==> src/rtl/board_ctl_pkg.sv <==
package board_ctl_pkg;

  localparam logic [31:0] BOARD_ID_WORD = 32'h0927_2011;
  localparam logic [31:0] RESET_KEY     = 32'h0000_DEAD;

  localparam int unsigned OFS_ID   = 32'h00;
  localparam int unsigned OFS_FREQ = 32'h04;
  localparam int unsigned OFS_LED  = 32'h08;
  localparam int unsigned OFS_SW   = 32'h0C;
  localparam int unsigned OFS_CMD  = 32'h10;

  typedef enum logic [2:0] {
    SEL_NONE = 3'd0,
    SEL_ID   = 3'd1,
    SEL_FREQ = 3'd2,
    SEL_LED  = 3'd3,
    SEL_SW   = 3'd4,
    SEL_CMD  = 3'd5
  } reg_sel_e;

  // Map a full-width byte offset to a register; any other offset is unmapped.
  function automatic reg_sel_e decode_offset(input logic [31:0] ofs);
    reg_sel_e s;
    case (ofs)
      OFS_ID:   s = SEL_ID;
      OFS_FREQ: s = SEL_FREQ;
      OFS_LED:  s = SEL_LED;
      OFS_SW:   s = SEL_SW;
      OFS_CMD:  s = SEL_CMD;
      default:  s = SEL_NONE;
    endcase
    return s;
  endfunction

  // True only when the written word equals the reset key exactly.
  function automatic logic is_reset_key(input logic [31:0] w);
    return (w == RESET_KEY);
  endfunction

  // Value returned for a given selection; write-only and unmapped give zero.
  function automatic logic [31:0] read_value(input reg_sel_e   s,
                                             input logic [31:0] freq,
                                             input logic [31:0] led,
                                             input logic [31:0] sw);
    logic [31:0] v;
    case (s)
      SEL_ID:   v = BOARD_ID_WORD;
      SEL_FREQ: v = freq;
      SEL_LED:  v = led;
      SEL_SW:   v = sw;
      default:  v = 32'h0;
    endcase
    return v;
  endfunction

endpackage

==> src/rtl/board_ctl_sync.sv <==
module board_ctl_sync #(
  parameter int W      = 8,
  parameter int STAGES = 2
) (
  input  logic         clk,
  input  logic         rst_n,
  input  logic [W-1:0] din,
  output logic [W-1:0] dout
);

  logic [W-1:0] stg [STAGES];

  for (genvar i = 0; i < STAGES; i++) begin : g_stage
    if (i == 0) begin : g_first
      always_ff @(posedge clk or negedge rst_n) begin
        if (!rst_n) stg[0] <= '0;
        else        stg[0] <= din;
      end
    end else begin : g_next
      always_ff @(posedge clk or negedge rst_n) begin
        if (!rst_n) stg[i] <= '0;
        else        stg[i] <= stg[i-1];
      end
    end
  end

  assign dout = stg[STAGES-1];

endmodule

==> src/rtl/board_ctl_decode.sv <==
module board_ctl_decode
  import board_ctl_pkg::*;
#(
  parameter int ADDR_W = 16
) (
  input  logic [ADDR_W-1:0] bus_addr,
  input  logic              bus_wr,
  input  logic [31:0]       bus_wdata,
  output reg_sel_e          sel,
  output logic              led_we,
  output logic              cmd_hit
);

  localparam int PAD_W = 32 - ADDR_W;

  logic [31:0] ofs_full;

  if (PAD_W > 0) begin : g_pad
    assign ofs_full = {{PAD_W{1'b0}}, bus_addr};
  end else begin : g_nopad
    assign ofs_full = bus_addr[31:0];
  end

  assign sel     = decode_offset(ofs_full);
  assign led_we  = bus_wr && (sel == SEL_LED);
  assign cmd_hit = bus_wr && (sel == SEL_CMD) && is_reset_key(bus_wdata);

endmodule

==> src/rtl/board_ctl_rdmux.sv <==
module board_ctl_rdmux
  import board_ctl_pkg::*;
#(
  parameter int unsigned CLK_HZ = 10_000_000
) (
  input  logic        clk,
  input  logic        rst_n,
  input  logic        bus_rd,
  input  reg_sel_e    sel,
  input  logic [31:0] led_q,
  input  logic [31:0] sw_q,
  output logic [31:0] bus_rdata
);

  localparam logic [31:0] FREQ_WORD = CLK_HZ;

  logic [31:0] rd_next;

  assign rd_next = bus_rd ? read_value(sel, FREQ_WORD, led_q, sw_q) : 32'h0;

  always_ff @(posedge clk or negedge rst_n) begin
    if (!rst_n) bus_rdata <= 32'h0;
    else        bus_rdata <= rd_next;
  end

endmodule

==> src/rtl/board_ctl_regs.sv <==
module board_ctl_regs
  import board_ctl_pkg::*;
#(
  parameter int          ADDR_W      = 16,
  parameter int          SW_W        = 8,
  parameter int          SYNC_STAGES = 2,
  parameter int unsigned CLK_HZ      = 10_000_000
) (
  input  logic              clk,
  input  logic              rst_n,
  input  logic [ADDR_W-1:0] bus_addr,
  input  logic              bus_wr,
  input  logic              bus_rd,
  input  logic [31:0]       bus_wdata,
  output logic [31:0]       bus_rdata,
  input  logic [SW_W-1:0]   sw_in,
  output logic [31:0]       led_out,
  output logic              sys_rst_req
);

  localparam int SW_PAD = 32 - SW_W;

  reg_sel_e        sel;
  logic            led_we;
  logic            cmd_hit;
  logic [SW_W-1:0] sw_sync;
  logic [31:0]     sw_word;
  logic [31:0]     led_q;
  logic            req_q;

  board_ctl_decode #(.ADDR_W(ADDR_W)) u_decode (
    .bus_addr  (bus_addr),
    .bus_wr    (bus_wr),
    .bus_wdata (bus_wdata),
    .sel       (sel),
    .led_we    (led_we),
    .cmd_hit   (cmd_hit)
  );

  board_ctl_sync #(.W(SW_W), .STAGES(SYNC_STAGES)) u_sync (
    .clk   (clk),
    .rst_n (rst_n),
    .din   (sw_in),
    .dout  (sw_sync)
  );

  if (SW_PAD > 0) begin : g_swpad
    assign sw_word = {{SW_PAD{1'b0}}, sw_sync};
  end else begin : g_swfull
    assign sw_word = sw_sync[31:0];
  end

  always_ff @(posedge clk or negedge rst_n) begin
    if (!rst_n)      led_q <= 32'h0;
    else if (led_we) led_q <= bus_wdata;
  end

  always_ff @(posedge clk or negedge rst_n) begin
    if (!rst_n) req_q <= 1'b0;
    else        req_q <= cmd_hit;
  end

  board_ctl_rdmux #(.CLK_HZ(CLK_HZ)) u_rdmux (
    .clk       (clk),
    .rst_n     (rst_n),
    .bus_rd    (bus_rd),
    .sel       (sel),
    .led_q     (led_q),
    .sw_q      (sw_word),
    .bus_rdata (bus_rdata)
  );

  assign led_out     = led_q;
  assign sys_rst_req = req_q;

endmodule

==> config.mk <==
export PLATFORM = sky130hd
export DESIGN_NAME = board_ctl_regs
export DESIGN_NICKNAME = d
export VERILOG_FILES = /design/src/rtl/board_ctl_pkg.sv /design/src/rtl/board_ctl_sync.sv /design/src/rtl/board_ctl_decode.sv /design/src/rtl/board_ctl_rdmux.sv /design/src/rtl/board_ctl_regs.sv
export SDC_FILE = /design/constraint.sdc
export NUM_CORES = 1
export LEC_CHECK = 0
export BUFFER_PORTS_ARGS = -buffer_cell sky130_fd_sc_hd__buf_2
export CORE_ASPECT_RATIO = 0.6
export CORE_UTILIZATION = 48
export DETAILED_ROUTE_END_ITERATION = 7
export GPL_ROUTABILITY_DRIVEN = 0
export GPL_TIMING_DRIVEN = 1
export PLACE_DENSITY = 0.79
export SLEW_MARGIN = 20
export SYNTH_ARGS = -nofsm -noshare
export SYNTH_HDL_FRONTEND = slang
export SYNTH_SLANG_ARGS = --single-unit
==> constraint.sdc <==
create_clock -name clk -period 1 [get_ports clk]
set_input_delay 0.05 -clock clk [delete_from_list [all_inputs] [get_ports clk]]
set_output_delay 0.05 -clock clk [all_outputs]
set_load 0.01 [all_outputs]
==> run summary, run 1 <==
The flow ran to the end, but the final reports show violations. The checks that failed: setup timing. The routed via count came out at 2548. The area of the core came out at 6220 sq um. The maximum net fanout on the critical path is 19. For this run, the top clock speed supported by timing is 864 MHz. The flip-flop and latch area came out at 2030 sq um. The max-slew violation count came to 0. The critical path in this run is classified as in2reg. The startpoint type of the worst setup path is an input port. After technology mapping, the gate count stands at 209. The warning count from the yosys run came out at 0.

The detailed-route wire length is 9080 microns. The die is 64.7 microns tall. The final antenna diode count is 0. The chip width is 107 microns. The cell area after synthesis came out at 3150 sq um. The clock passes through at most 2 buffers. The worst hold path belongs to the class in2reg. From synthesis to final layout, the design area changed by 62.3%. The via count of the first global-routing pass is 2609. The synthesized netlist net count came out at 269. After legalization and detailed placement, the total HPWL measured 5570 microns. The post-synthesis sequential element count is 81.

The register area share after synthesis came out at 64.4%. The cell count after placement came out at 433. Dividing the detail-routed wire length by the instance count gives 17.5 microns. In this run the remaining antenna-violating nets after routing total 0. The floorplan step defined a die boundary enclosing 6890 sq um. The clock period minus final worst setup slack came out at 1160 ps. The worst register-to-register path begins at led_out[24]. The tree built by TritonCTS fans out to 81 sinks. The layout net count came out at 491. TritonCTS built the clock tree.

Excluding fillers, the count of instances in the completed layout stands at 520. In this run the most critical hold path is launched from bus_wdata[19]. In this run the mean area of a mapped cell was 15.1 sq um. Along the worst hold path, the cell count comes to 4. In this run the register-to-register setup slack is 40 ps. Clock skew on the completed layout was measured at 9.49 ps. The tree is rooted in a clkbuf_8. The number of CTS-inserted buffers came out at 9. The worst hold path terminates at sys_rst_req. The final core area utilization came out at 82.1%. Across the VDD grid, the largest voltage drop is 1140 uV.

The post-synthesis cell type count is 31. The standby leakage power came out at 2.78 nW. In the routed layout, each cell is associated on average with a via count of 4.90. The power after layout came out at 6.74 mW.

The worst register-to-register path ends at u_rdmux.bus_rdata[24]. The final number of hold-violating endpoints came out at 0. After global routing the overflow that remains totals 0. For this block, the initial DRC count from the detailed router was 118. The floorplan has 22 rows.

The maximum number of pins on one net before global-route repair came out at 82. The number of port buffers came out at 124. The global-route wire length before repair came out at 13900 microns. The overall routing resource usage is 28.1%. Setup repair after global routing could not meet its margin everywhere.

The clock latency on the worst-skew pair came out at 360 ps. The data required time at the worst endpoint came out at 1250 ps. After clock tree synthesis, the clock-pin slew on the worst setup and hold paths is 90 ps.

The post-layout worst setup margin is -157 ps. The data arrival time at the worst-slack endpoint is 1410 ps. The number of antenna violations at the first check in global routing is 0. Setup violations remaining at the end of the flow were counted as 51. At the placement stage, the worst setup path has a slack of -564 ps. The layout cell share with drive strength beyond 1 is 60.6%. The tool flagged a number of max-cap violations equal to 0. Power spread over the standard cell area amounts to 1320 nW/um^2.

Pin placement for this block handled 125 I/O pins. The headroom to the max-slew limit came out at 72.4%. The share of the clock period used by the worst path came out at 116%.

The critical path endpoint category is a register. The number of H-tree levels came out at 3. The multi-input combinational cells in the finished layout cover a total of 1240 sq um. The worst reg-to-reg path cell count came out at 3. For this run, design rule violations remaining after detail routing come to 0.

The transition time at the pin with the least slew margin is 414 ps. The layout has 375 filler cells. The starting density of the core came out at 50.6%. Before antenna repair, the detailed router went through 4 iterations.
[registers in the layout, summed over array words and instances, names as in the netlist]
name / count
u_sync.dout: 8
led_out: 32
sys_rst_req: 1
u_rdmux.bus_rdata: 32
u_sync.stg: 8
[synthesized netlist by cell type]
master | n | share of area (%)
nor4b_4 | 1 | 0.76
nor4_2 | 1 | 0.40
clkbuf_1 | 2 | 0.24
and2_1 | 11 | 2.2
nor4b_1 | 1 | 0.28
nor3_1 | 10 | 1.6
nand4_2 | 1 | 0.40
o2111ai_1 | 1 | 0.28
nor3b_1 | 1 | 0.24
nor4_1 | 4 | 0.80
a21oi_1 | 8 | 1.3
or2_1 | 1 | 0.20
nor2b_1 | 8 | 1.6
buf_6 | 5 | 1.8
nand3_1 | 2 | 0.32
nor2_1 | 10 | 1.2
nand2_1 | 11 | 1.3
nor4bb_1 | 2 | 0.64
nor4b_2 | 1 | 0.48
dfrtp_1 | 81 | 64
mux2_2 | 2 | 0.72
nor4_4 | 1 | 0.68
nand4_1 | 1 | 0.20
nand4_4 | 1 | 0.68
nor3_2 | 1 | 0.32
mux2_4 | 30 | 14
nand2b_1 | 2 | 0.40
and4b_1 | 1 | 0.32
nor2_4 | 1 | 0.36
a211oi_1 | 2 | 0.48
a22oi_1 | 5 | 1.2
[kinds of logic after synthesis]
logic type | share of synthesized area, %
flip-flops | 64.4
AND/OR/NAND/NOR | 15.3
multiplexers | 15.0
AO/OA/AOI/OAI | 3.22
buffers and inverters | 2.03
[critical path, cell delays in order]
cell and delay (ps):
buf_6 100, nor4_4 290, nor4b_4 290, nand4_4 160, buf_12 200, mux2_4 300
[cells in the final DEF, fill, tap and decap left out, types with 9 or more instances in the layout]
master,netlist,routed
mux2_4,30,30
dlygate4sd3_1,0,39
nor2_1,10,9
nand2_1,11,11
buf_2,0,119
clkbuf_8,0,9
dfrtp_1,81,81
buf_4,0,46
[power by group]
| part | switching [mW] | total, mW | leakage [nW] | internal, mW |
|---|---|---|---|---|
| clock | 1.23 | 2.88 | 0.115 | 1.66 |
| combinational | 0.261 | 0.539 | 1.56 | 0.277 |
| sequential | 0.0104 | 3.32 | 1.10 | 3.30 |
[per-layer routing]
layer / track usage, % / routed length, microns
met1: 38.9 / 4130
met2: 43.8 / 4320
met3: 7.14 / 518
met4: 9.76 / 110
met5: 0 / 0
[timing repair]
action	CTS	global route
buffers inserted	10	21
setup endpoints to repair	67	81
cloned	2	2
pin swaps	2	7
gates resized for setup	11	16
hold buffers	37	2
endpoints found under the hold margin	120	2
[final cells by class]
type / instances / area share (%)
Clock buffer: 9 / 2.43
Timing Repair Buffer: 215 / 29.2
Clock inverter: 7 / 2.33
Sequential cell: 81 / 39.7
Multi-Input combinational cell: 124 / 24.3
Tap cell: 84 / 2.06
[metrics by stage]
step | hold WS [ps] | setup TNS, ps | area (sq um)
after detailed placement | 105 | -31400 | 4150
after CTS | -81.7 | -4920 | 4900
after floorplan | -246 | -16650 | 3240
final | 2.17 | -5400 | 5110
after global routing | 21.5 | -9630 | 5110
after global placement | 106 | -27800 | 4150
[how the worst max path moves through the flow]
stage	start	endpoint	slack [ps]
after floorplan	bus_addr[15]	led_out[10]	-390
after global placement	bus_addr[15]	led_out[19]	-500
after detailed placement	bus_addr[15]	led_out[11]	-560
after CTS	bus_addr[15]	led_out[21]	-130
after global routing	bus_addr[14]	led_out[29]	-230
final	bus_addr[14]	led_out[21]	-160
Note: power is estimated with default switching activity, not from simulation.
==> run 2: changes to the inputs <==
--- a/config.mk
+++ b/config.mk
@@ -11,7 +11,8 @@
 export DETAILED_ROUTE_END_ITERATION = 7
 export GPL_ROUTABILITY_DRIVEN = 0
 export GPL_TIMING_DRIVEN = 1
-export PLACE_DENSITY = 0.79
+export PLACE_DENSITY = 0.77
+export REMOVE_ABC_BUFFERS = 1
 export SLEW_MARGIN = 20
 export SYNTH_ARGS = -nofsm -noshare
 export SYNTH_HDL_FRONTEND = slang
==> constraint.sdc (replaced) <==
create_clock -name clk -period 1 [get_ports clk]
set_input_delay 0.05 -clock clk [delete_from_list [all_inputs] [get_ports clk]]
set_output_delay 0.05 -clock clk [all_outputs]
set_load 0.02 [all_outputs]
==> run summary, run 2 (same netlist as run 1, synthesis figures left out) <==
In this run the critical register-to-register path is captured at led_out[19]. The HPWL after detailed placement is 5180 microns. The area of the core is 6220 sq um.

The worst register-to-register path has a setup slack of 60 ps. The post-layout worst setup margin came out at -175 ps. The destination of the critical timing path is led_out[28]. Leaving out fill and tap cells, the most frequent cells in the layout are 106 x buf_2, 81 x dfrtp_1, 47 x buf_4.

TritonCTS built the clock tree. The max-slew violation count came out at 0. The area occupied by multi-input gates came out at 1170 sq um. The largest voltage drop on the vdd net is 1080 uV. The violation count after the first detailed-routing iteration is 75.

Setup total negative slack on the finished layout was measured at -6880 ps. In the routed layout, each cell is associated on average with a via count of 4.90. The detail route stage leaves a number of antenna-violating nets equal to 0. The data arrival time at the worst-slack endpoint is 1410 ps. The standard-cell row count is 22. STA classifies the critical path startpoint as an input port.

The transition time at the pin with the least slew margin is 503 ps. The routed via count is 2529. The clock latency on the worst-skew pair came out at 350 ps. The final number of setup-violating endpoints is 50.

Summed over all layers, the global routing overflow is 0. Setup repair after global routing could not meet its margin everywhere. The number of fill cells is 376. Tracing the worst setup path back leads to its startpoint at bus_addr[15]. The first-pass detailed-route iteration total came out at 4. The power after layout is 6.31 mW. The layout net count is 487. The detailed-route wire length is 8640 microns. The analysis attributes to cell leakage a power of 2.74 nW. The first global-routing pass estimated 12400 microns of wire.

For this design the ratio of total power to cell area is 1250 nW/um^2. The post-CTS clock slew at the launch and capture registers of the worst setup and hold paths came out at 80 ps. The total clock sinks is 81. The kind of critical path is in2reg. The via count of the first global-routing pass came to 2471. The flow ran to the end, but the final reports show violations. Max-cap violations in this run came to 0. Measured against its own limit, the worst slew margin works out to 66.2%.

During I/O placement, the number of pins put on the boundary was 125. Across the whole layout, storage elements account for 2030 sq um. The fmax is 851 MHz. In this run the clock root is driven by a clkbuf_8. The worst clock skew came out at 7.91 ps.

Entering global routing, the biggest net connects 35 pins. The number of H-tree levels came out at 3. The area added between synthesis and finish is 60.5%. The maximum net fanout on the critical path is 32. In this run the critical register-to-register path is launched from led_out[19]. The layout cell share with drive strength beyond 1 came out at 58.1%. The chip width is 107 microns. The library cell used most frequently in the layout, excluding fill and tap cells, is buf_2. The y dimension of the die is 64.7 microns. The final antenna diode count is 0. The clock period minus final worst setup slack is 1180 ps.

The final number of hold-violating endpoints is 0. The overall routing resource usage came out at 24.8%. The residual DRC count came out at 0. After detailed routing, the average wire length per cell comes to 16.7 microns.

After layout, the worst path uses 118% of the clock period. The number of stages on the worst hold path came out at 3. The deepest clock path buffer count is 2. The number of CTS-inserted buffers is 9. The data required time at the worst endpoint is 1230 ps. The number of port buffers came out at 124. The worst slack after detailed placement came out at -580 ps.

STA classifies the critical path endpoint as a register. The worst hold path belongs to the class in2reg. The starting density of the core is 50.6%.

The area of the die is 6890 sq um. The final reports fail on setup timing. The worst reg-to-reg path cell count came out at 2. The number of antenna violations at the first check in global routing is 0.
run 2: changes by cell type in the layout (fill, tap and decap cells not counted), sizes merged, moves of 2 or more:
cell         previous run  this run
clkinv                  2         0
bufinv                  3         1
clkbuf                  9        11
dlygate4sd3            39        35
run 2: cell type report:
cell class / instances / share of cell area [%]
timing repair buffer: 212 / 30.3
clock inverter: 5 / 1.21
sequential: 81 / 40.1
clock buffer: 11 / 3.00
multi-input combinational: 123 / 23.3
tap: 84 / 2.08
run 2: worst min path at each step:
stage / from / endpoint
5_1_grt: bus_wdata[26] / sys_rst_req
4_1_cts: bus_wdata[5] / led_out[5]
3_3_place_gp: rst_n / u_rdmux.bus_rdata[17]
3_5_place_dp: rst_n / u_rdmux.bus_rdata[17]
6_report: bus_wdata[5] / led_out[5]
2_1_floorplan: rst_n / led_out[0]
run 2: routing by layer:
| layer | up-vias | global-route usage [%] | wire, microns | part of all wire, % |
|---|---|---|---|---|
| met1 | 1253 | 32.5 | 3830 | 44 |
| met5 | - | 0 | 0 | 0 |
| met3 | 14 | 7.85 | 537 | 6.2 |
| met2 | 91 | 39.6 | 4140 | 48 |
| li1 | 1171 | - | - | - |
| met4 | 0 | 8.39 | 131 | 1.5 |
run 2: power breakdown:
part           internal, mW  switching, mW  leakage [nW]  total [mW]
clock network          1.30           1.16        0.0982        2.46
logic                 0.289          0.254          1.54       0.543
registers              3.30        0.00824          1.10        3.31
run 2: stage by stage:
step	utilization, %	hold slack [ps]	std cells	instance area, sq um
floorplan	-	-246	202	3080
global placement	65.2	-45.6	436	4060
detailed placement	65.2	-48.1	436	4060
CTS	75.3	10.4	489	4690
global route	81.2	12.7	516	5050
finish	81.2	23.3	516	5050
run 2: repair_timing:
item	CTS	global route
gates cloned	1	2
setup buffers	3	25
hold buffers	35	0
pin swaps	1	17
endpoints found under the setup margin	53	81
resized for setup	12	46
hold endpoints to repair	116	0
run 2: critical path, cell delays in order:
cell and delay [ps]:
buf_6 100, nor4_4 270, nor4b_4 290, nand4_4 140, buf_12 200, mux2_4 330
